[src/rtl/fu_reg_matrix.sv]
module fu_reg_matrix #(
  parameter int NUM_UNITS = 4,
  parameter int NUM_REGS  = 32,
  localparam int UNIT_W = (NUM_UNITS > 1) ? $clog2(NUM_UNITS) : 1,
  localparam int REG_W  = (NUM_REGS > 1) ? $clog2(NUM_REGS) : 1
) (
  input  logic                          clk,
  input  logic                          rst_n,
  input  logic                          issue_valid,
  input  logic [UNIT_W-1:0]             issue_unit,
  input  logic                          src_a_en,
  input  logic [REG_W-1:0]              src_a,
  input  logic                          src_b_en,
  input  logic [REG_W-1:0]              src_b,
  input  logic                          dst_en,
  input  logic [REG_W-1:0]              dst,
  input  logic [NUM_UNITS-1:0]          opnd_read,
  input  logic [NUM_UNITS-1:0]          result_commit,
  output logic                          issue_refused,
  output logic [NUM_REGS-1:0]           read_pending,
  output logic [NUM_REGS-1:0]           write_pending,
  output logic [NUM_UNITS*NUM_REGS-1:0] unit_rd_mask,
  output logic [NUM_UNITS*NUM_REGS-1:0] unit_wr_mask
);

  logic [NUM_REGS-1:0] rd_row [NUM_UNITS];
  logic [NUM_REGS-1:0] wr_row [NUM_UNITS];
  logic [NUM_REGS-1:0] rd_bits, wr_bits;
  logic                conflict, accept;

  assign rd_bits = ({{(NUM_REGS-1){1'b0}}, src_a_en} << src_a)
                 | ({{(NUM_REGS-1){1'b0}}, src_b_en} << src_b);
  assign wr_bits = {{(NUM_REGS-1){1'b0}}, dst_en} << dst;

  always_comb begin
    conflict = 1'b0;
    for (int u = 0; u < NUM_UNITS; u++)
      if (u[UNIT_W-1:0] != issue_unit && wr_row[u][dst]) conflict = 1'b1;
  end

  assign issue_refused = issue_valid && dst_en && conflict;
  assign accept        = issue_valid && !issue_refused;

  always_comb begin
    read_pending  = '0;
    write_pending = '0;
    for (int u = 0; u < NUM_UNITS; u++) begin
      read_pending  = read_pending  | rd_row[u];
      write_pending = write_pending | wr_row[u];
    end
  end

  for (genvar u = 0; u < NUM_UNITS; u++) begin : g_row
    logic hit;
    assign hit = accept && issue_unit == u;

    always_ff @(posedge clk) begin
      if (!rst_n) begin
        rd_row[u] <= '0;
        wr_row[u] <= '0;
      end else if (hit) begin
        rd_row[u] <= rd_bits;
        wr_row[u] <= wr_bits;
      end else begin
        if (opnd_read[u])     rd_row[u] <= '0;
        if (result_commit[u]) wr_row[u] <= '0;
      end
    end

    assign unit_rd_mask[u*NUM_REGS +: NUM_REGS] = rd_row[u];
    assign unit_wr_mask[u*NUM_REGS +: NUM_REGS] = wr_row[u];


    wr_row_single_chk: assert property (@(posedge clk) disable iff (!rst_n)
      $onehot0(wr_row[u]));
  end


  src_a_recorded_chk: assert property (@(posedge clk) disable iff (!rst_n)
    issue_valid && !issue_refused && src_a_en |=> read_pending[$past(src_a)]);


  dst_recorded_chk: assert property (@(posedge clk) disable iff (!rst_n)
    issue_valid && !issue_refused && dst_en |=> write_pending[$past(dst)]);


  refuse_cause_chk: assert property (@(posedge clk) disable iff (!rst_n)
    issue_refused |-> issue_valid && dst_en && write_pending[dst]);


  all_read_clear_chk: assert property (@(posedge clk) disable iff (!rst_n)
    (&opnd_read) && !issue_valid |=> read_pending == '0);


  all_commit_clear_chk: assert property (@(posedge clk) disable iff (!rst_n)
    (&result_commit) && !issue_valid |=> write_pending == '0);


  idle_no_growth_chk: assert property (@(posedge clk) disable iff (!rst_n)
    !issue_valid |=> (write_pending & ~$past(write_pending)) == '0);

endmodule

[config.mk]
export PLATFORM = sky130hd
export DESIGN_NAME = fu_reg_matrix
export DESIGN_NICKNAME = d
export VERILOG_FILES = /design/src/rtl/fu_reg_matrix.sv
export SDC_FILE = /design/constraint.sdc
export NUM_CORES = 1
export LEC_CHECK = 0
export ABC_AREA = 1
export ABC_CLOCK_PERIOD_IN_PS = 3100
export BUFFER_PORTS_ARGS = -buffer_cell sky130_fd_sc_hd__buf_2
export CORE_MARGIN = 10
export CORE_UTILIZATION = 52
export DETAILED_ROUTE_END_ITERATION = 7
export PLACE_DENSITY = 0.86
export SETUP_SLACK_MARGIN = 0.1
export SLEW_MARGIN = 20
export SYNTH_ARGS = -nofsm -noshare
export SYNTH_HDL_FRONTEND = slang
export SYNTH_SLANG_ARGS = --single-unit
[constraint.sdc]
create_clock -name clk -period 3.1 [get_ports clk]
set_clock_uncertainty 0.2 [all_clocks]
set_input_delay 0 -clock clk [delete_from_list [all_inputs] [get_ports clk]]
set_output_delay 0 -clock clk [all_outputs]
set_load 0.02 [all_outputs]
==> flow_summary.toml <==
[run_status]
status = "finished, final reports clean"

[floorplanning]
die_y_um = 170
dieArea_um2 = 28700
fp.dieW_um = 170
initial_core_util_pct = 53.1
num_io_pins = 352
core_area_um2 = 21900
rows = 54

[global_route]
grt.overflow.total = 0
groute.usage.overall_pct = 26.6
grt_pass1_wl_um = 60600
grt_antenna_before_repair = 3
first_global_vias = 10400
grt_max_degree = 66

[synth]
ys_ff_latch = 256
synth_top_cell_by_area = "edfxtp_1"
syn_area_um2 = 11600
yosys_warnings = 0
yosysMostFrequentCell = "nor2_1"
synth_fp_nets = 1139
synthTopCellsByCount = "nor2_1, edfxtp_1, nand2_1"
synth_top_area_share_pct = 66.1
synth-async-reset-ratio_pct = 0
netlist_top_cells_area = "edfxtp_1, nor2_1, nand3_1, nand2_1, or4_1"
ys_seq_area_share_pct = 66.1
syn_inst = 1108
synth-edff-count = 256
syn_avg_cell_area_um2 = 10.5
dominantRegCellSynth = "edfxtp_1"
ys_types = 17

[power_and_ir_drop]
p_total_mw = 8.60
power.clock.fraction_pct = 36.9
p_sw_mw = 2.32
p_sw_share_pct = 27.0
p_per_area_nw_per_um2 = 576
vdd_drop_max_v = 0.000398
p_leak_nw = 6.26
p_int_mw = 6.28
pwr-share-seq_pct = 48.5
comb_power_share_pct = 14.6

[critical_path]
worstSetupPathType = "reg -> reg"
crit_buf_inv = 1
cpLargestDelayFamily = "simple AND/OR/NAND/NOR gates"
r2r_end = "wr_row[3][1]$_SDFFCE_PP0P_"
reg2reg_from = "wr_row[3][21]$_SDFFCE_PP0P_"
cp-end-kind = "register"
reg2reg_slack_ns = 0.26
slowest_stage = "edfxtp_1"
cp_common_cell = "nand3_1"
cp.required_ns = 3.11
reg2reg_depth = 12
crit_chain = "nand2_1 > nand3_1 > nand3_1 > nand2_1 > nand2_1 > nand3_1 > nand3_1 > nand2_1 > o21ai_4 > nand3_1 > nand3b_1 > buf_12"
startpoint_type = "register"
critPathArrivalTime_ns = 2.85
cp_slowest_stage_delay_ns = 0.43
path_max_fanout = 32

[place]
portBuffers = 351
dpl.cell_count = 1694
gp_congestion = 0.910
hpwl_um = 28600
placed_area_um2 = 13800
place_ws_ns = 0.307

[finish]
nets = 1500
design_area_um2 = 14900
final_layout_size_suffix_gt1_share_pct = 28.4
post-route-util_pct = 68.2
area_delta_synth_final_pct = 28.4
stdcell_count = 1770

[timing]
timing.final.crit_share_pct = 91.7
fmax_mhz = 352
period_minus_slack_ns = 2.84
finalMaxSlewViolations = 0
slew_headroom_pct = 54.4
worst_pin_slew_ns = 0.684
layout_setup_ws_ns = 0.256
finalSetupTns_ns = 0
finalHoldViolCount = 0
grt_setup_unrepaired = "true"
hold_slack_ns = 0.00187
setup_violations = 0

[cts]
cts_root_buffer = "clkbuf_16"
cts.repair_timing.setup_buffer_count = 0
tritoncts = "built"
cts_sinks = 256
cts_max_level = 1
post_cts_resized = 0
clk_latency_ns = 0.53
clk_pin_slew_worst_paths_ns = 0.06
clockBufferDepth = 3
cts_buffers = 25

[route]
wl_met2_um = 20500
wl_met1_um = 14000
routedWlPerCell_um = 22.8
met3_length_um = 4860
drtIter0Drc = 1323
first_pass_iters = 6
routed.top_layer = "met5"
num_vias = 10500
drcViolationCount = 0
antenna_left = 0
drt-total-wl_um = 40400
viasPerCell = 5.91

[worst_hold_path]
min_to = "rd_row[2][7]$_SDFFCE_PP0P_"
worstHoldPathCells = 3
min_path_type = "in -> reg"
worstHoldStart = "issue_valid"

[flow_run]
maxCapViolations = 0
-- how the worst max path moves through the flow --
stage,start,depth (start not counted),to,slack (ns)
after floorplan,wr_row[1][25]$_SDFFCE_PP0P_,11,rd_row[0][0]$_SDFFCE_PP0P_,0.11
after global placement,wr_row[3][21]$_SDFFCE_PP0P_,12,rd_row[2][21]$_SDFFCE_PP0P_,0.38
after detailed placement,wr_row[3][21]$_SDFFCE_PP0P_,12,rd_row[2][16]$_SDFFCE_PP0P_,0.31
after CTS,wr_row[3][21]$_SDFFCE_PP0P_,12,rd_row[2][31]$_SDFFCE_PP0P_,0.28
after global routing,wr_row[1][31]$_SDFFCE_PP0P_,12,rd_row[0][25]$_SDFFCE_PP0P_,0.07
final,wr_row[3][21]$_SDFFCE_PP0P_,12,wr_row[3][1]$_SDFFCE_PP0P_,0.26
-- placed cells by master, fill, tap and decap left out --
| cell type | n |
|---|---|
| nor3_1 | 7 |
| nand4_4 | 4 |
| inv_2 | 2 |
| nand4_1 | 24 |
| inv_6 | 1 |
| buf_2 | 351 |
| dlygate4sd3_1 | 27 |
| nand3b_1 | 9 |
| inv_1 | 52 |
| buf_12 | 14 |
| clkbuf_16 | 25 |
| buf_4 | 13 |
| clkinv_1 | 6 |
| o22ai_1 | 32 |
| clkinvlp_4 | 1 |
| o21ai_4 | 1 |
| clkbuf_1 | 3 |
| nand3_1 | 146 |
| clkinv_2 | 4 |
| diode_2 | 3 |
| bufinv_16 | 5 |
| edfxtp_1 | 256 |
| nand4_2 | 1 |
| or4_1 | 64 |
| nand2_1 | 173 |
| nor2_1 | 264 |
| and3_1 | 2 |
-- per-layer routing --
layer / up-vias / global-route usage (%)
li1: 4654 / -
met1: 4954 / 30.9
met5: - / 0
met4: 2 / 7.77
met2: 764 / 46.5
met3: 85 / 7.71
-- registers in the layout, indices dropped and copies added (netlist names) --
register,cells
wr_row,128
rd_row,128
-- tightest hold or removal path, cell delays in order --
cell     delay (ns)
buf_2          0.21
nand4_4        0.28
nor2_1         0.06
-- final cells by class --
type                    instances  area [um^2]
flip-flops and latches        256         7690
repair buffers                405         2400
well taps                     280          350
multi-input cells             727         3430
inverters                      54          203
fillers                      1612         6960
clock buffers                  28          637
clock inverters                17          209
diodes                          3         7.51
-- power by group through the flow --
stage	Combinational [mW]	Sequential, mW	Clock (mW)
after floorplan	0.495	4.44	0
after global placement	1.23	4.23	0
after detailed placement	1.23	4.23	0
after CTS	1.26	4.16	3.19
after global routing	1.34	4.19	3.33
final	1.26	4.17	3.17
-- timing repair --
action / in CTS / in global routing
hold buffers: 27 / 0
endpoints found under the setup margin: 0 / 30
endpoints found under the hold margin: 399 / 0
-- cell families after synthesis --
kind of cell / share of synthesized area (%)
buf+inv: 4.49
simple gates: 27.5
flops: 66.1
compound gates: 1.86
Note: power is estimated with default switching activity, not from simulation.
